### src/rtl/intc_pkg.sv
package intc_pkg;
  localparam int unsigned WORD_W = 32;
  localparam int unsigned ADDR_W = 12;

  // word index of each register inside the window (byte offset = index * 4)
  typedef enum logic [2:0] {
    REG_RAW  = 3'd0,
    REG_EN   = 3'd1,
    REG_CLR  = 3'd2,
    REG_MODE = 3'd3,
    REG_SNS  = 3'd4,
    REG_STAT = 3'd5
  } reg_idx_e;

  localparam int unsigned REG_LAST = 5;
endpackage

### src/rtl/intc_sync.sv
module intc_sync #(
  parameter int unsigned N      = 32,
  parameter int unsigned STAGES = 2
) (
  input  logic         clk,
  input  logic         rst_n,
  input  logic [N-1:0] async_i,
  output logic [N-1:0] cur_o,
  output logic [N-1:0] prev_o
);
  localparam int unsigned DEPTH = STAGES + 1;

  logic [N-1:0] chain_q [DEPTH];

  always_ff @(posedge clk or negedge rst_n) begin
    if (!rst_n) chain_q[0] <= '0;
    else        chain_q[0] <= async_i;
  end

  for (genvar s = 1; s < DEPTH; s++) begin : g_stage
    always_ff @(posedge clk or negedge rst_n) begin
      if (!rst_n) chain_q[s] <= '0;
      else        chain_q[s] <= chain_q[s-1];
    end
  end

  assign cur_o  = chain_q[STAGES-1];
  assign prev_o = chain_q[STAGES];
endmodule

### src/rtl/intc_detect.sv
module intc_detect #(
  parameter int unsigned N = 32
) (
  input  logic         clk,
  input  logic         rst_n,
  input  logic [N-1:0] cur_i,
  input  logic [N-1:0] prev_i,
  input  logic [N-1:0] mode_i,
  input  logic [N-1:0] sns_i,
  input  logic [N-1:0] clr_i,
  output logic [N-1:0] pend_o
);
  logic [N-1:0] act_now, act_old, hit, pend_q;

  // sense-adjusted view: active-high / rising after inversion by sense bit
  assign act_now = cur_i ^ sns_i;
  assign act_old = prev_i ^ sns_i;

  for (genvar b = 0; b < N; b++) begin : g_src
    always_comb begin
      if (mode_i[b]) hit[b] = act_now[b] & ~act_old[b];
      else           hit[b] = act_now[b];
    end
  end

  // a fresh detection wins over a clear in the same cycle
  always_ff @(posedge clk or negedge rst_n) begin
    if (!rst_n) pend_q <= '0;
    else        pend_q <= (pend_q & ~clr_i) | hit;
  end

  assign pend_o = pend_q;

  // a cleared bit with no new detection is gone in the next cycle
  assert_clear_drops_R6: assert property (@(posedge clk) disable iff (!rst_n)
    1'b1 |=> (pend_q & $past(clr_i & ~hit)) == '0);

  // an active level source is pending in the next cycle, cleared or not
  assert_level_relatch_R8: assert property (@(posedge clk) disable iff (!rst_n)
    1'b1 |=> (pend_q & $past(act_now & ~mode_i)) == $past(act_now & ~mode_i));

  // a pending bit only falls when it was written as 1 to the clear register
  assert_pending_held_R9: assert property (@(posedge clk) disable iff (!rst_n)
    1'b1 |=> ($past(pend_q) & ~$past(clr_i) & ~pend_q) == '0);
endmodule

### src/rtl/intc_regs.sv
module intc_regs
  import intc_pkg::*;
#(
  parameter int unsigned N = 32
) (
  input  logic              clk,
  input  logic              rst_n,
  input  logic              sel_i,
  input  logic              wr_i,
  input  logic [ADDR_W-1:0] addr_i,
  input  logic [WORD_W-1:0] wdata_i,
  input  logic [N-1:0]      raw_i,
  input  logic [N-1:0]      pend_i,
  output logic [N-1:0]      en_o,
  output logic [N-1:0]      mode_o,
  output logic [N-1:0]      sns_o,
  output logic [N-1:0]      clr_o,
  output logic [N-1:0]      stat_o,
  output logic [WORD_W-1:0] rdata_o,
  output logic              rvalid_o
);
  logic [N-1:0]      en_q, mode_q, sns_q;
  logic [WORD_W-1:0] rdata_q, rd_mux;
  logic              rvalid_q, in_win, wr_hit;
  reg_idx_e          idx;

  function automatic logic [WORD_W-1:0] widen(input logic [N-1:0] v);
    logic [WORD_W-1:0] r;
    r = '0;
    r[N-1:0] = v;
    return r;
  endfunction

  assign idx    = reg_idx_e'(addr_i[4:2]);
  assign in_win = (addr_i[ADDR_W-1:5] == '0) && (addr_i[1:0] == 2'b00) &&
                  (int'(addr_i[4:2]) <= REG_LAST);
  assign wr_hit = sel_i && wr_i && in_win;

  assign stat_o = pend_i & en_q;
  assign clr_o  = (wr_hit && idx == REG_CLR) ? wdata_i[N-1:0] : '0;

  always_comb begin
    rd_mux = '0;
    if (in_win) begin
      case (idx)
        REG_RAW:  rd_mux = widen(raw_i);
        REG_EN:   rd_mux = widen(en_q);
        REG_MODE: rd_mux = widen(mode_q);
        REG_SNS:  rd_mux = widen(sns_q);
        REG_STAT: rd_mux = widen(stat_o);
        default:  rd_mux = '0;
      endcase
    end
  end

  always_ff @(posedge clk or negedge rst_n) begin
    if (!rst_n) begin
      en_q     <= '0;
      mode_q   <= '0;
      sns_q    <= '0;
      rdata_q  <= '0;
      rvalid_q <= 1'b0;
    end else begin
      rvalid_q <= sel_i && !wr_i;
      if (sel_i && !wr_i) rdata_q <= rd_mux;
      if (wr_hit) begin
        case (idx)
          REG_EN:   en_q   <= wdata_i[N-1:0];
          REG_MODE: mode_q <= wdata_i[N-1:0];
          REG_SNS:  sns_q  <= wdata_i[N-1:0];
          default:  ;
        endcase
      end
    end
  end

  assign en_o     = en_q;
  assign mode_o   = mode_q;
  assign sns_o    = sns_q;
  assign rdata_o  = rdata_q;
  assign rvalid_o = rvalid_q;

  // read data is returned only in the cycle after a read strobe
  assert_rvalid_after_read_R12: assert property (@(posedge clk) disable iff (!rst_n)
    rvalid_q |-> $past(sel_i && !wr_i));
endmodule

### src/rtl/intc_top.sv
module intc_top
  import intc_pkg::*;
#(
  parameter int unsigned N = 32
) (
  input  logic              clk,
  input  logic              rst_n,
  input  logic [N-1:0]      src_i,
  input  logic              bus_sel_i,
  input  logic              bus_wr_i,
  input  logic [ADDR_W-1:0] bus_addr_i,
  input  logic [WORD_W-1:0] bus_wdata_i,
  output logic [WORD_W-1:0] bus_rdata_o,
  output logic              bus_rvalid_o,
  output logic              irq_o
);
  logic [N-1:0] cur, prev, pend, en, mode, sns, clr, stat;
  logic         irq_q;

  intc_sync #(.N(N), .STAGES(2)) i_sync (
    .clk(clk), .rst_n(rst_n), .async_i(src_i), .cur_o(cur), .prev_o(prev)
  );

  intc_detect #(.N(N)) i_detect (
    .clk(clk), .rst_n(rst_n), .cur_i(cur), .prev_i(prev),
    .mode_i(mode), .sns_i(sns), .clr_i(clr), .pend_o(pend)
  );

  intc_regs #(.N(N)) i_regs (
    .clk(clk), .rst_n(rst_n), .sel_i(bus_sel_i), .wr_i(bus_wr_i),
    .addr_i(bus_addr_i), .wdata_i(bus_wdata_i), .raw_i(cur), .pend_i(pend),
    .en_o(en), .mode_o(mode), .sns_o(sns), .clr_o(clr), .stat_o(stat),
    .rdata_o(bus_rdata_o), .rvalid_o(bus_rvalid_o)
  );

  always_ff @(posedge clk or negedge rst_n) begin
    if (!rst_n) irq_q <= 1'b0;
    else        irq_q <= |stat;
  end

  assign irq_o = irq_q;

  // the request follows pending-and-enabled with one clock of delay
  assert_irq_follows_R10: assert property (@(posedge clk) disable iff (!rst_n)
    1'b1 |=> irq_q == |($past(pend) & $past(en)));

  // no request is raised while nothing enabled was pending
  assert_irq_masked_R7: assert property (@(posedge clk) disable iff (!rst_n)
    ((pend & en) == '0) |=> !irq_q);
endmodule

### config.mk
export PLATFORM = sky130hd
export DESIGN_NAME = intc_top
export DESIGN_NICKNAME = d
export VERILOG_FILES = /design/src/rtl/intc_pkg.sv /design/src/rtl/intc_sync.sv /design/src/rtl/intc_detect.sv /design/src/rtl/intc_regs.sv /design/src/rtl/intc_top.sv
export SDC_FILE = /design/constraint.sdc
export NUM_CORES = 1
export LEC_CHECK = 0
export ABC_AREA = 1
export CORE_MARGIN = 2
export CORE_UTILIZATION = 55
export CTS_CLUSTER_SIZE = 28
export DETAILED_ROUTE_END_ITERATION = 16
export GPL_TIMING_DRIVEN = 1
export HOLD_SLACK_MARGIN = 0.06
export PLACE_DENSITY_LB_ADDON = 0.12
export SLEW_MARGIN = 20
export SYNTH_ARGS = -nofsm -noshare
export SYNTH_HDL_FRONTEND = slang
export SYNTH_SLANG_ARGS = --single-unit
### constraint.sdc
create_clock -name clk -period 1.2 [get_ports clk]
set_clock_uncertainty 0.15 [all_clocks]
set_input_delay 0.24 -clock clk [delete_from_list [all_inputs] [get_ports clk]]
set_output_delay 0.24 -clock clk [all_outputs]
set_load 0.01 [all_outputs]
# Yosys cells after proc, flatten, opt, wreduce, memory -nomap -nowiden
# Cells that the tools add are included.
totals:
  inputBits: 80
  output_inout_bits: 34
  reg_bits: 258
classes:
  eq_ne: 5
  bitwise_logic: 70
  order_cmp: 1
  reduce_logical: 14
  muxes: 35
op_table:
  columns: ["op", "count"]
  rows:
  - ["32-bit case mux with 5 select lines", 1]
  - ["32-bit bitwise AND", 2]
  - ["32-bit two-way mux", 2]
  - ["32-bit XOR", 2]
  - ["1-bit bitwise AND", 32]
  - ["1-bit two-way mux", 32]
  - ["1-bit inverter", 32]
  - ["32-bit inverter", 1]
  - ["32-bit OR", 1]
  - ["32-bit OR reduction", 1]
  - ["7-bit zero test", 1]
  - ["3-bit by 2-bit equality test with 1-bit output (second input constant)", 2]
  - ["3-bit equality test (second input constant)", 2]
  - ["1-bit logical AND", 6]
  - ["2-bit AND reduction", 3]
  - ["3-bit by 1-bit equality test with 1-bit output (second input constant)", 1]
  - ["3-bit less-or-equal comparator (second input constant)", 1]
  - ["3-bit zero test", 1]
  - ["2-bit zero test", 1]
  - ["1-bit zero test", 1]

# Logic depth before layout (Yosys ltp)
depth:
  depth_word: 9
  depth_mapped: 10

# Modules after synthesis
# From an unflattened synthesis, not the netlist that was laid out.
hier_totals:
  hier_cells: 1581
  hier_area_um2: 12135.4
modules_own_cells:
  columns: ["module", "seq_area_each_um2", "cells_per_inst", "n_inst", "area_each_um2"]
  rows:
  - ["intc_regs", 3228.1, 1023, 1, 6886.6]
  - ["intc_sync", 2402.3, 160, 1, 2882.8]
  - ["intc_detect", 800.8, 352, 1, 2162.1]
  - ["intc_top", 25.0, 46, 1, 203.9]

# Least setup slack after synthesis
# No wires, ideal clock.
synth_path:
  path_type: "input port to flip-flop"
  from: "input port bus_addr_i[11]"
  to: "register i_detect.pend_q[10] (netlist: i_detect.pend_o[10])"
  setup_ns: 0.121
  slack_ns: -0.291
  required_time_ns: 0.929
  path_stages: 5
  t_arrival_ns: 1.220
  cell_sequence: "nor3_1 > nand4_1 > clkbuf_1 > o21bai_1 > nand2_1"
synth_between:
  elab_chain_len: 9
synth_lines:
  columns: ["element", "line", "source"]
  rows:
  - ["from (decl)", "intc_top.sv:11", "input logic [ADDR_W-1:0] bus_addr_i,"]
  - ["7-bit zero test", "intc_regs.sv:35", "assign in_win = (addr_i[ADDR_W-1:5] == '0) && (addr_i[1:0] == 2'b00) &&"]
  - ["1-bit logical AND (2 in series)", "intc_regs.sv:35", null]
  - ["1-bit logical AND", "intc_regs.sv:37", "assign wr_hit = sel_i && wr_i && in_win;"]
  - ["1-bit logical AND", "intc_regs.sv:40", "assign clr_o = (wr_hit && idx == REG_CLR) ? wdata_i[N-1:0] : '0;"]
  - ["32-bit two-way mux", "intc_regs.sv:40", null]
  - ["32-bit inverter", "intc_detect.sv:29", "else pend_q <= (pend_q & ~clr_i) | hit;"]
  - ["32-bit bitwise AND", "intc_detect.sv:29", null]
  - ["32-bit OR", "intc_detect.sv:29", null]
  - ["to (signal assigned)", "intc_detect.sv:29", null]
  - ["to (decl)", "intc_detect.sv:13", "logic [N-1:0] act_now, act_old, hit, pend_q;"]
# Every way passes these cells.
# A chain may end at the register's enable or synchronous reset.

# Final worst setup path
layout_path:
  from: "register i_detect.pend_q[15] (netlist: i_detect.pend_o[15])"
  to: "register irq_q (netlist: irq_o)"
layout_between:
  elab_chain_len: 2
layout_lines:
  columns: ["element", "line", "source"]
  rows:
  - ["32-bit bitwise AND", "intc_regs.sv:39", "assign stat_o = pend_i & en_q;"]
  - ["32-bit OR reduction", "intc_top.sv:38", "else irq_q <= |stat;"]
  - ["to (signal assigned)", "intc_top.sv:38", null]
  - ["to (decl)", "intc_top.sv:18", "logic irq_q;"]
# Every way passes these cells.

==> reports/results.txt <==
The die area was 21100 µm². The count of cells in the finished layout, fillers not included, comes to 1904. Once layout is done, the placed cells without fillers occupy 17100 µm². Summed over all layers, the global routing overflow is 0. The number of antenna violations at the first check in global routing came out at 1. The share of the clock period used by the worst path was 1.51; the starting density of the core was 0.561. The slack of the critical path was -0.609 ns. The minimum clock period was 1.81 ns. The final net count was 1702.

The critical path is of the flop to flop type. The tightest hold path in the finished design has a slack of 0.0419 ns. The ratio of cells with drive above 1 in the final layout was 0.351; the delay of the slowest critical-path stage was 0.40 ns.

The flow ran to the end, but the final reports show violations. Via count normalized by instance count: 5.97. The number of levels the H-tree was split into came out at 1.

The standby leakage power came out at 8.85 nW. The overall die height is 145 µm. The final-report max-slew violation count is 0, and the sequential element share of the synthesized area is 0.589.

The timing-limited maximum frequency is 553 MHz. In this run the cell area measured after placement is 13600 µm². The first detailed-routing pass took 6 iterations. Setup repair after global routing could not meet its margin everywhere. The total length of routed wires is 45300 µm. The tool flagged a number of max-cap violations equal to 0. Once detailed placement completed, the half-perimeter wirelength came to 19200 µm. The most common cell after layout, fill and taps aside is sky130_fd_sc_hd__nand2_1. The type of the tightest min-delay check is input port to async pin. The total global-route track usage is 0.357, and the number of distinct library cell variants in the gate-level netlist after synthesis is 21. The antenna diode count came out at 0. Synthesis handed over a netlist of 1271 instances. At the worst endpoint, the arrival time is 2.00 ns. The first global-routing pass estimated 59000 µm of wire.

The clock slew at the register clock pins of the worst setup and hold paths works out to 0.06 ns. The worst setup path is launched from a flop. The core area came out at 19500 µm². The post-synthesis average cell area was 8.62 µm²; the maximum fanout encountered on the critical timing path was 3. The post-synthesis net count came out at 1351. The tools report the clock root buffer master as sky130_fd_sc_hd__clkbuf_16.

Maximum clock insertion buffer count: 3. The tools report the normalized max-slew margin as 0.641. The worst-case IR drop observed on VDD is 0.00104 V. The tools report the post-placement cell count as 1748. The endpoint class of the critical path is a flop. The tools report the via count of the first global-routing pass as 11100. The power density of the placed cells was 1150 nW/µm²; the required arrival time at the worst endpoint was 1.39 ns. Setup total negative slack on the finished layout was measured at -38.42 ns.

The largest net degree at the start of global routing was 39; the horizontal extent of the die was 145 µm. Yosys printed 0 warnings. In the layout the commonest cells are 338 x sky130_fd_sc_hd__nand2_1, 258 x sky130_fd_sc_hd__dfrtp_1, 148 x sky130_fd_sc_hd__nand2_2.

For this design, the slowest cell found on the critical path is sky130_fd_sc_hd__dfrtp_1. The logs give 0 for the hold violation total from the final report and 1339 for the number of design-rule violations left by the first detailed-router iteration. The most numerous cell type found on the critical path is sky130_fd_sc_hd__nand4_1. Summing every instance area after synthesis gives 11000 µm². The floorplan has 51 rows.

The number of fill cells is 818. CTS saw 258 sinks. The final design utilization is 0.875, and the actual slew at the worst max-slew pin is 0.539 ns. Setup violations remaining at the end of the flow were counted as 195.

The synthesized design contains 258 register bits. The final reports fail on setup timing. The antenna violation net count after detailed routing is 0, and the final RePlAce weighted congestion is 0.845.

Input and output buffers added on the ports amount to 113. Walking the worst path, the cells encountered are nand2_1 > nand4_1 > nor2_1 > nand4_1. In this run, CTS created clock tree buffers numbering 27.

The average wire per standard cell is 23.8 µm. TritonCTS built the clock tree. For this design the top-level I/O count stands at 114. The area overhead of the layout relative to synthesis was 56.0%; the worst-skew pair later-pin latency was 0.54 ns. The tools report the number of vias after detailed routing as 11400. In the routed design, unresolved DRC markers number 0.
-- worst paths after layout --
path | slack (ns) | cells past startpoint | endpoint | start
max | -0.61 | 4 | irq_o | i_detect.pend_o[15]
min | 0.04 | 2 | i_sync.prev_o[26] | rst_n
max reg2reg | -0.61 | 4 | irq_o | i_detect.pend_o[15]
min reg2reg | 0.20 | 0 | i_sync.cur_o[4] | i_sync.chain_q[68]
max in group asynchronous | 0.30 | 3 | i_sync.chain_q[65] | rst_n
min in group clk | 0.20 | 0 | i_sync.cur_o[4] | i_sync.chain_q[68]
-- stage by stage --
| stage | setup slack [ns] | total power [mW] |
|---|---|---|
| 6_report | -0.609 | 19.6 |
| 5_1_grt | -0.589 | 20.1 |
| 4_1_cts | -0.318 | 19.3 |
| 3_5_place_dp | -0.859 | 10.2 |
| 3_3_place_gp | -0.822 | 10.2 |
| 2_1_floorplan | -0.142 | 9.40 |
-- cells in the mapped netlist, drive strengths merged --
library cell / n / area (µm²)
nor3: 17 / 130
nand4: 30 / 188
clkbuf: 16 / 60.1
dfrtp: 258 / 6460
a21oi: 22 / 110
buf: 26 / 130
o211ai: 32 / 240
nor2: 49 / 189
inv: 156 / 586
o21bai: 32 / 240
o21ai: 12 / 60.1
nand2: 565 / 2130
xor2: 20 / 175
xnor2: 20 / 175
nand3: 16 / 85.1
-- cells by family (layout without fill, tap and decap cells) --
family	count (synthesis)	count (layout)	share of synthesized area
AO/OA/AOI/OAI	98	98	0.0594
flip-flops	258	258	0.589
AND/OR/NAND/NOR	677	677	0.248
buffers and inverters	198	566	0.0708
XOR/XNOR	40	40	0.0320
-- critical path, delay by kind of cell (launching register included) --
family | cells | cell delay [ns]
AND/OR/NAND/NOR | 4 | 1.06
flip-flops | 1 | 0.40
-- flip-flops by register name, indices dropped and copies added, names as in the netlist --
name             count
i_detect.pend_o     32
i_sync.chain_q      32
i_sync.cur_o        32
i_regs.sns_o        32
irq_o                1
i_regs.en_o         32
i_regs.rvalid_o      1
i_regs.mode_o       32
i_regs.rdata_o      32
i_sync.prev_o       32
-- power breakdown --
part	leakage, nW	switching, mW	internal (mW)
sequential	3.21	0.121	8.87
combinational	5.17	0.746	0.605
clock	0.473	3.54	5.69
-- what timing repair did --
item	4_1_cts	5_1_grt
pin swaps	65	90
hold endpoints to repair	291	0
hold buffers	34	0
setup endpoints to repair	195	195
gates cloned	19	5
setup buffers	56	21
resized for setup	350	279
-- metal layers --
layer,track usage,part of all wire,routed length (µm),vias to the layer above
li1,-,-,-,4612
met1,0.431,0.32,14700,5386
met2,0.601,0.45,20500,963
met3,0.0648,0.12,5490,403
met4,0.216,0.10,4580,4
met5,0,0.0016,71,-
-- final cells by class --
cell class | instances | area [µm²] | area share
inverters | 156 | 606 | 0.0355
clock inverters | 11 | 208 | 0.0122
clock buffers | 35 | 756 | 0.0442
flip-flops and latches | 258 | 6460 | 0.378
repair buffers | 364 | 3870 | 0.226
multi-input cells | 815 | 4860 | 0.284
well taps | 265 | 332 | 0.0194
Power figures use the tool's default switching activity.
